### src/rtl/pllc_pkg.sv
package pllc_pkg;

  // Bit positions in the mode word
  localparam int unsigned MODE_EN_BIT    = 0;
  localparam int unsigned MODE_SEL_LO    = 1;
  localparam int unsigned MODE_FORCE_BIT = 7;
  localparam logic [1:0]  SEL_ALT_REF    = 2'd2;

  // Post-divider fields
  localparam int unsigned HSP_LO = 11;
  localparam int unsigned IPG_LO = 6;

  typedef enum logic [2:0] {
    ST_IDLE,
    ST_PLL_GO,
    ST_PLL_WAIT,
    ST_HSP_GO,
    ST_HSP_WAIT,
    ST_IPG_GO,
    ST_IPG_WAIT
  } calc_st_e;

  typedef struct packed {
    logic [3:0] pd;
    logic [9:0] mfd;
    logic [3:0] mfi;
    logic [9:0] mfn;
  } pll_fields_t;

  function automatic pll_fields_t unpack_pll(input logic [31:0] c);
    pll_fields_t f;
    f.pd  = c[29:26];
    f.mfd = c[25:16];
    f.mfi = c[13:10];
    f.mfn = c[9:0];
    return f;
  endfunction

  // Dividend of the PLL equation, modulo 2^32
  function automatic logic [31:0] pll_dividend(input logic [31:0] ref_hz,
                                               input pll_fields_t f);
    logic [31:0] r10;
    logic [31:0] ie;
    logic [31:0] de;
    logic [31:0] ne;
    logic [31:0] term;
    r10  = ref_hz >> 10;
    ie   = (f.mfi < 4'd5) ? 32'd5 : {28'd0, f.mfi};
    de   = {22'd0, f.mfd} + 32'd1;
    ne   = {{22{f.mfn[9]}}, f.mfn};
    term = ie * de + ne;
    return (r10 << 1) * term;
  endfunction

  function automatic logic [31:0] pll_divisor(input pll_fields_t f);
    logic [31:0] de;
    logic [31:0] pe;
    de = {22'd0, f.mfd} + 32'd1;
    pe = {28'd0, f.pd} + 32'd1;
    return de * pe;
  endfunction

endpackage

### src/rtl/pllc_operands.sv
module pllc_operands
  import pllc_pkg::*;
#(
  parameter int unsigned DW        = 32,
  parameter int unsigned REF_XTAL  = 26000000,
  parameter int unsigned REF_ALT   = 33554432
) (
  input  logic [31:0]   mode_w,
  input  logic [31:0]   ctl_w,
  output logic [DW-1:0] ref_hz,
  output logic          bypass,
  output logic [DW-1:0] dividend,
  output logic [DW-1:0] divisor
);
  pll_fields_t fld;
  logic [1:0]  sel;

  always_comb begin
    sel      = mode_w[MODE_SEL_LO +: 2];
    ref_hz   = (sel == SEL_ALT_REF) ? DW'(REF_ALT) : DW'(REF_XTAL);
    bypass   = mode_w[MODE_FORCE_BIT] | ~mode_w[MODE_EN_BIT];
    fld      = unpack_pll(ctl_w);
    dividend = DW'(pll_dividend(32'(ref_hz), fld));
    divisor  = DW'(pll_divisor(fld));
  end
endmodule

### src/rtl/pllc_divider.sv
module pllc_divider #(
  parameter int unsigned W = 32
) (
  input  logic         clk,
  input  logic         rst_n,
  input  logic         go,
  input  logic [W-1:0] dvd,
  input  logic [W-1:0] den,
  output logic         busy,
  output logic         fin,
  output logic [W-1:0] quo,
  output logic [W-1:0] rem
);
  localparam int unsigned CW = $clog2(W + 1);

  logic [CW-1:0] cnt;
  logic [W-1:0]  dvd_q;
  logic [W-1:0]  den_q;
  logic [W:0]    rem_sh;
  logic          take;
  logic [W-1:0]  rem_nx;

  always_comb begin
    rem_sh = {rem, quo[W-1]};
    take   = rem_sh >= {1'b0, den_q};
    rem_nx = take ? W'(rem_sh - {1'b0, den_q}) : rem_sh[W-1:0];
  end

  always_ff @(posedge clk) begin
    if (!rst_n) begin
      cnt   <= '0;
      busy  <= 1'b0;
      fin   <= 1'b0;
      quo   <= '0;
      rem   <= '0;
      dvd_q <= '0;
      den_q <= '0;
    end else begin
      fin <= 1'b0;
      if (go) begin
        rem   <= '0;
        quo   <= dvd;
        dvd_q <= dvd;
        den_q <= den;
        cnt   <= CW'(W);
        busy  <= 1'b1;
      end else if (busy) begin
        rem <= rem_nx;
        quo <= {quo[W-2:0], take};
        cnt <= cnt - 1'b1;
        if (cnt == CW'(1)) begin
          busy <= 1'b0;
          fin  <= 1'b1;
        end
      end
    end
  end


  div_exact_chk: assert property (@(posedge clk) disable iff (!rst_n)
    fin |-> ((64'(quo) * 64'(den_q) + 64'(rem)) == 64'(dvd_q)) && (rem < den_q));


  div_fin_pulse_chk: assert property (@(posedge clk) disable iff (!rst_n)
    fin |=> !fin);
endmodule

### src/rtl/pll_freq_calc.sv
module pll_freq_calc
  import pllc_pkg::*;
#(
  parameter int unsigned DW       = 32,
  parameter int unsigned REF_XTAL = 26000000,
  parameter int unsigned REF_ALT  = 33554432,
  parameter int unsigned HSP_W    = 3,
  parameter int unsigned IPG_W    = 2
) (
  input  logic          clk,
  input  logic          rst_n,
  input  logic          start_i,
  input  logic [31:0]   mode_i,
  input  logic [31:0]   pll_ctl_i,
  input  logic [31:0]   div_ctl_i,
  output logic          busy_o,
  output logic          done_o,
  output logic [DW-1:0] main_hz_o,
  output logic [DW-1:0] fast_hz_o,
  output logic [DW-1:0] periph_hz_o
);
  localparam int unsigned SCALE_SH = 10;

  calc_st_e      state;
  logic          pend;
  logic [31:0]   cap_mode;
  logic [31:0]   cap_ctl;
  logic [31:0]   cap_div;
  logic [DW-1:0] work_main;
  logic [DW-1:0] work_fast;

  logic [DW-1:0] op_ref;
  logic          op_bypass;
  logic [DW-1:0] op_dvd;
  logic [DW-1:0] op_den;

  logic          div_go;
  logic [DW-1:0] div_dvd;
  logic [DW-1:0] div_den;
  logic          div_busy;
  logic          div_fin;
  logic [DW-1:0] div_quo;
  logic [DW-1:0] div_rem;

  logic [HSP_W-1:0] hsp_f;
  logic [IPG_W-1:0] ipg_f;

  pllc_operands #(
    .DW(DW), .REF_XTAL(REF_XTAL), .REF_ALT(REF_ALT)
  ) u_ops (
    .mode_w(cap_mode), .ctl_w(cap_ctl), .ref_hz(op_ref),
    .bypass(op_bypass), .dividend(op_dvd), .divisor(op_den)
  );

  pllc_divider #(.W(DW)) u_div (
    .clk(clk), .rst_n(rst_n), .go(div_go), .dvd(div_dvd), .den(div_den),
    .busy(div_busy), .fin(div_fin), .quo(div_quo), .rem(div_rem)
  );

  always_comb begin
    hsp_f   = cap_div[HSP_LO +: HSP_W];
    ipg_f   = cap_div[IPG_LO +: IPG_W];
    div_go  = 1'b0;
    div_dvd = op_dvd;
    div_den = op_den;
    case (state)
      ST_PLL_GO: div_go = ~op_bypass;
      ST_HSP_GO: begin
        div_go  = 1'b1;
        div_dvd = work_main;
        div_den = DW'(hsp_f) + DW'(1);
      end
      ST_IPG_GO: begin
        div_go  = 1'b1;
        div_dvd = work_fast;
        div_den = DW'(ipg_f) + DW'(1);
      end
      default: ;
    endcase
  end

  assign busy_o = (state != ST_IDLE);

  always_ff @(posedge clk) begin
    if (!rst_n) begin
      state       <= ST_IDLE;
      pend        <= 1'b0;
      cap_mode    <= '0;
      cap_ctl     <= '0;
      cap_div     <= '0;
      work_main   <= '0;
      work_fast   <= '0;
      done_o      <= 1'b0;
      main_hz_o   <= '0;
      fast_hz_o   <= '0;
      periph_hz_o <= '0;
    end else begin
      done_o <= 1'b0;
      if (start_i && state != ST_IDLE) pend <= 1'b1;
      case (state)
        ST_IDLE: if (start_i || pend) begin
          cap_mode <= mode_i;
          cap_ctl  <= pll_ctl_i;
          cap_div  <= div_ctl_i;
          pend     <= 1'b0;
          state    <= ST_PLL_GO;
        end
        ST_PLL_GO: if (op_bypass) begin
          work_main <= op_ref;
          state     <= ST_HSP_GO;
        end else begin
          state <= ST_PLL_WAIT;
        end
        ST_PLL_WAIT: if (div_fin) begin
          work_main <= div_quo << SCALE_SH;
          state     <= ST_HSP_GO;
        end
        ST_HSP_GO: state <= ST_HSP_WAIT;
        ST_HSP_WAIT: if (div_fin) begin
          work_fast <= div_quo;
          state     <= ST_IPG_GO;
        end
        ST_IPG_GO: state <= ST_IPG_WAIT;
        ST_IPG_WAIT: if (div_fin) begin
          main_hz_o   <= work_main;
          fast_hz_o   <= work_fast;
          periph_hz_o <= div_quo;
          done_o      <= 1'b1;
          state       <= ST_IDLE;
        end
        default: state <= ST_IDLE;
      endcase
    end
  end


  done_pulse_chk: assert property (@(posedge clk) disable iff (!rst_n)
    done_o |=> !done_o);


  busy_end_chk: assert property (@(posedge clk) disable iff (!rst_n)
    $fell(busy_o) |-> done_o);


  bypass_ref_chk: assert property (@(posedge clk) disable iff (!rst_n)
    (done_o && op_bypass) |-> (main_hz_o == op_ref));


  fast_order_chk: assert property (@(posedge clk) disable iff (!rst_n)
    done_o |-> (fast_hz_o <= main_hz_o) && (periph_hz_o <= fast_hz_o));


  hold_chk: assert property (@(posedge clk) disable iff (!rst_n)
    !done_o |-> $stable(main_hz_o) && $stable(fast_hz_o) && $stable(periph_hz_o));


  pend_serve_chk: assert property (@(posedge clk) disable iff (!rst_n)
    (done_o && pend) |=> busy_o);
endmodule

### config.mk
export PLATFORM = sky130hd
export DESIGN_NAME = pll_freq_calc
export DESIGN_NICKNAME = d
export VERILOG_FILES = /design/src/rtl/pllc_pkg.sv /design/src/rtl/pllc_operands.sv /design/src/rtl/pllc_divider.sv /design/src/rtl/pll_freq_calc.sv
export SDC_FILE = /design/constraint.sdc
export NUM_CORES = 1
export LEC_CHECK = 0
export CELL_PAD_IN_SITES_DETAIL_PLACEMENT = 1
export CELL_PAD_IN_SITES_GLOBAL_PLACEMENT = 2
export CORE_MARGIN = 1
export CORE_UTILIZATION = 39
export DETAILED_ROUTE_END_ITERATION = 10
export HOLD_SLACK_MARGIN = 0.08
export PLACE_DENSITY_LB_ADDON = 0.1
export SLEW_MARGIN = 30
export SYNTH_ARGS = -nofsm -noshare
export SYNTH_HDL_FRONTEND = slang
export SYNTH_SLANG_ARGS = --single-unit
### constraint.sdc
create_clock -name clk -period 19.63 [get_ports clk]
set_input_delay 1.963 -clock clk [delete_from_list [all_inputs] [get_ports clk]]
set_output_delay 1.963 -clock clk [all_outputs]
set_load 0.02 [all_outputs]
# Word-level counts from Yosys, hierarchy flattened
# Cells that the tools add are included.
# classes
add_sub_neg	7
n_mul	3
n_lt_le_gt_ge	2
eq_ne	13
n_mux	27
bitwise	5
n_reduce_logical	15
# op_table
cell	count
$pmux W32 S2	3
$mux W32	5
$ge A33 B32 Y1	1
$add A32 B32 Y32	1
$mul A22 B32 Y31	1
$mul A32 B32 Y32	1
$sub A32 B32 Y32	1
$mux W26	1
$pmux W3 S7	1
$mul A11 B5 Y16	1
$mux W3	4
$mux W6	2
$add A10 B1 Y11 const B	1
$eq A3 B3 Y1 const B	3
$mux W1	9
$reduce_and A2 Y1	4
$eq A3 B2 Y1 const B	2
$eq A6 B1 Y1 const B	1
$ne A2 B1 Y1 const B	3
$sub A6 B1 Y6 const B	1
$add A4 B1 Y5 const B	1
$add A3 B1 Y4 const B	1
$lt A4 B3 Y1 const B	1
$mux W4	1
16 further kinds	22
# word_totals
ff_bits	321
inputBits	99
output_inout_bits	98
wordCells	90

# Longest topological paths before layout
# depth
depth_word	7
mapped_depth	44
mapped_depth_nobuf	44

# Modules after synthesis
# A second synthesis with hierarchy kept.
# hier_totals
cells_unflattened	3307
area_unflattened_um2	27791.7
# by_module_without_submodules
module	instances	cells_each	area_each_um2	seq_area_each_um2
pllc_operands	1	1242	10732.8	0.0
pll_freq_calc	1	1289	10542.6	4684.5
pllc_divider	1	776	6516.2	2082.0

# Least setup slack after synthesis
# Ideal clock, no wire load.
# synth_path
path_kind	reg-to-reg
start	register cap_ctl[18]
end	register u_div.quo[31]
setup_time_ns	0.132
arrival_time_ns	9.957
t_required_ns	19.498
slack_ns	9.541
path_stages_with_launch	44
path_buffers	1
period_less_slack_ns	10.089
cell_sequence	dfxtp_1 -> clkbuf_1 -> nand3_1 -> nor2_1 -> nand3_1 -> xor2_1 -> nor2_1 -> fa_1 -> fa_1 -> inv_1 -> fa_1 -> inv_1 -> ha_1 -> a21o_1 -> a21oi_1 -> nor2b_1 -> a21o_1 -> or4_1 -> [8 not listed] -> fa_1 -> inv_1 -> fa_1 -> fa_1 -> inv_1 -> fa_1 -> inv_1 -> ha_1 -> and3_1 -> and2_1 -> nand4_1 -> nand3_1 -> a41oi_1 -> o21ai_0 -> a31oi_1 -> xnor2_1 -> xnor2_1 -> a21oi_1
# synth_between
elab_chain_len	6
# synth_rtl
item	line_no	rtl
from (decl)	pll_freq_calc.sv:27	logic [31:0] cap_ctl;
from (signal assigned)	pll_freq_calc.sv:103	cap_ctl <= pll_ctl_i;
$add A10 B1 Y11	pllc_pkg.sv:49	de = {22'd0, f.mfd} + 32'd1;
$mul A32 B32 Y32	pllc_pkg.sv:51	term = ie * de + ne;
$add A32 B32 Y32	pllc_pkg.sv:51	
$mul A22 B32 Y31	pllc_pkg.sv:52	return (r10 << 1) * term;
$pmux W32 S2	pll_freq_calc.sv:66	case (state)
$mux W32	pllc_divider.sv:40	if (go) begin
to (signal assigned)	pllc_divider.sv:42	quo <= dvd;
to (signal assigned)	pllc_divider.sv:49	quo <= {quo[W-2:0], take};
to (decl)	pllc_divider.sv:11	output logic [W-1:0] quo,
# No other way between the ends.
# A chain may end at the register's enable or synchronous reset.

# Worst setup path after layout
# layout_path
start	register cap_ctl[16]
end	register u_div.quo[31]
# The elaborated chain is that of the path after synthesis.

==> flow_summary.yaml <==
run_status:
  status: "completed"
synthesis:
  postSynthAreaPerCell_um2: 8.375
  ys_seq_area_frac: 0.2547
  async_flop_share: 0
  synth-seq-cells: 272
  synthesis.area_um2: 21380
  netlist_instances: 2553
  synthFlopType: "dfxtp_1"
  yosysWarnings: 0
  synthDistinctLibCells: 64
  synth_edf_count: 0
cts:
  cts_max_level: 1
  post_cts_buffers: 0
  cts-root-buf: "clkbuf_16"
  numClockSinks: 272
  postCtsHoldBufs: 0
  cts_buffers: 31
  cts_max_path_buffers: 3
  clk_pin_slew_worst_paths_ps: 60
  cts_resized: 0
  clock_latency_ps: 590
  cts_tree: "yes"
grt:
  grt_remaining_overflow: 0
  grt_util_all_layers: 0.2316
  grt_pass1_vias: 18663
  antenna_found_initial: 0
  grt_max_degree: 104
  grt_first_pass_wirelength_mm: 103.0
placed_design:
  gp_routability_congestion: 0.8405
  placedCellCount: 3275
  place_ws_ps: 7700
  io_buffers: 129
  hpwl_mm: 50.20
worst_setup_path:
  crit_top_cell: "fa_1"
  critPathArrivalTime_ps: 12410
  reg2regPathDepth: 44
  end_kind: "flip-flop"
  cp_slowest_stage_delay_ps: 550
  start_kind: "flip-flop"
  rr_startpoint: "cap_ctl[16]$_SDFFE_PN0P_"
  path_class: "flip-flop to flip-flop"
  reg2reg_to: "u_div.quo[31]$_SDFFE_PN0P_"
  startpoint: "cap_ctl[16]$_SDFFE_PN0P_"
  cp_slowest_cell: "fa_1"
  cp_max_fo: 13
  worstPathRequired_ps: 20080
  regToRegSetupSlack_ps: 7670
  crit_end: "u_div.quo[31]$_SDFFE_PN0P_"
drt:
  ant_nets: 0
  drt-total-wl_mm: 64.42
  drt_iter0_drc: 779
  avgRoutedWirePerCell_um: 19.33
  num_vias: 17517
  drc_errors: 0
  dr.pass1.iters: 5
  vias_per_cell: 5.256
timing:
  setup_viol: 0
  min_period_ps: 11960
  worst_slack_ps: 7670
  finalHoldViolCount: 0
  slew_headroom: 0.3893
  finalMaxSlewViolations: 0
  rsz0062_at_grt: "false"
  clock_skew_ps: 17.11
  finalCritPeriodShare: 0.6093
  clock.fmax_mhz: 83.61
  tightest_slew_ps: 912.7
  fin_tns_setup_ps: 0
min_path:
  hold_path_class: "flip-flop to flip-flop"
floorplan:
  num_io_pins: 197
  std_cell_rows: 85
  fp.dieH_um: 236.1
  core_um2: 54030
  die_area_um2: 55760
  die_w_um: 236.1
  start_util: 0.3957
cells_and_area:
  final_common_cell: "nand2_1"
  fin_nets: 3129
  num_antenna_cells: 0
  stdcell_count: 3333
  final_cell_mix: "nand2_1 (428), inv_1 (307), dfxtp_1 (271), a21oi_1 (270), ha_1 (239)"
  area_growth_pct: 13.92
  drive_gt1_frac: 0.04361
flow_run:
  max_cap_violations: 0
[cell families after synthesis]
group / Yosys count / share of synthesized area
and+or+nand+nor: 742 / 0.1507
AOI/OAI and AO/OA: 535 / 0.1484
buffers and inverters: 450 / 0.08164
adders and majority gates: 418 / 0.3075
DFF: 272 / 0.2547
xor gates and xnor gates: 109 / 0.04465
muxes: 26 / 0.01235
other: 1 / 0.0001754
[critical path: cells and delay by family (launching register included)]
family	cells	cell delay, ps
flops	1	310
fa+ha+maj	12	5300
xor+xnor	3	820
simple gates	12	2610
buf+inv	7	530
compound gates	10	2200
[layout make-up]
| cell class | count | area (µm²) |
|---|---|---|
| Clock buffer | 46 | 922.1 |
| Clock inverter | 12 | 131.4 |
| Timing Repair Buffer | 161 | 1548 |
| Sequential cell | 272 | 5446 |
| Inverter | 308 | 1161 |
| Tap cell | 696 | 870.8 |
| Fill cell | 6380 | 29670 |
| Multi-Input combinational cell | 1838 | 14280 |
[metrics by stage]
step,cell area [µm²],hold slack (ps),util
after floorplan,21410,431.2,-
after global placement,23260,441.0,0.4305
after detailed placement,23280,449.3,0.4310
after CTS,24340,457.9,0.4505
after global routing,24360,475.1,0.4508
final,24360,453.9,0.4508
[worst min path at each step]
stage,start,endpoint,slack (ps),cells past startpoint
6_report,cap_mode[7]$_SDFFE_PN0P_,cap_mode[7]$_SDFFE_PN0P_,450,2
5_1_grt,periph_hz_o[3]$_SDFFE_PN0P_,periph_hz_o[3]$_SDFFE_PN0P_,480,2
4_1_cts,periph_hz_o[5]$_SDFFE_PN0P_,periph_hz_o[5]$_SDFFE_PN0P_,460,2
3_5_place_dp,periph_hz_o[7]$_SDFFE_PN0P_,periph_hz_o[7]$_SDFFE_PN0P_,450,2
3_3_place_gp,cap_mode[7]$_SDFFE_PN0P_,cap_mode[7]$_SDFFE_PN0P_,440,2
2_1_floorplan,cap_mode[7]$_SDFFE_PN0P_,cap_mode[7]$_SDFFE_PN0P_,430,2
[per-layer routing]
metal	GRT usage	wire, µm
met5	0	0
met4	0.05962	1638
met3	0.01978	1417
met2	0.4238	32920
met1	0.2910	28440
[synthesized netlist by cell type (all sizes together) (3+ instances only)]
library cell    n  share of area
mux2            3         0.0016
ha            239           0.14
or3            12         0.0037
nand2b         22         0.0064
nor2b          25         0.0073
a22oi          23         0.0081
nand4           8         0.0023
dfxtp         272           0.25
nand3          46          0.011
a31oi           9         0.0026
o211ai         10         0.0035
mux2i          23          0.011
fa            179           0.17
a211o           4         0.0016
and3           10         0.0029
o21bai         14         0.0049
nor4            6         0.0020
a311oi          3         0.0012
a221oi         13         0.0053
or2             3        0.00088
xor2           50          0.020
a211oi         16         0.0056
buf            18         0.0058
o21a           13         0.0046
nor2          123          0.022
o2111ai         5         0.0023
nand2         428          0.075
nor3           18         0.0047
o22ai          16         0.0047
xnor2          59          0.024
clkbuf        124          0.022
a21o           28         0.0098
and2           33         0.0097
o21ai          87          0.020
a21oi         270          0.063
inv           308          0.054
[registers in the layout, summed over array words and instances (netlist names)]
name,count
done_o,1
u_div.den_q,16
cap_div,5
u_div.rem,32
state,3
fast_hz_o,32
periph_hz_o,32
u_div.busy,1
pend,1
u_div.cnt,6
work_fast,32
main_hz_o,23
u_div.fin,1
cap_mode,4
work_main,23
u_div.quo,32
cap_ctl,28
Power is not shown: default switching activity piles up to over one toggle a cycle in this logic, so the estimate is an artifact.
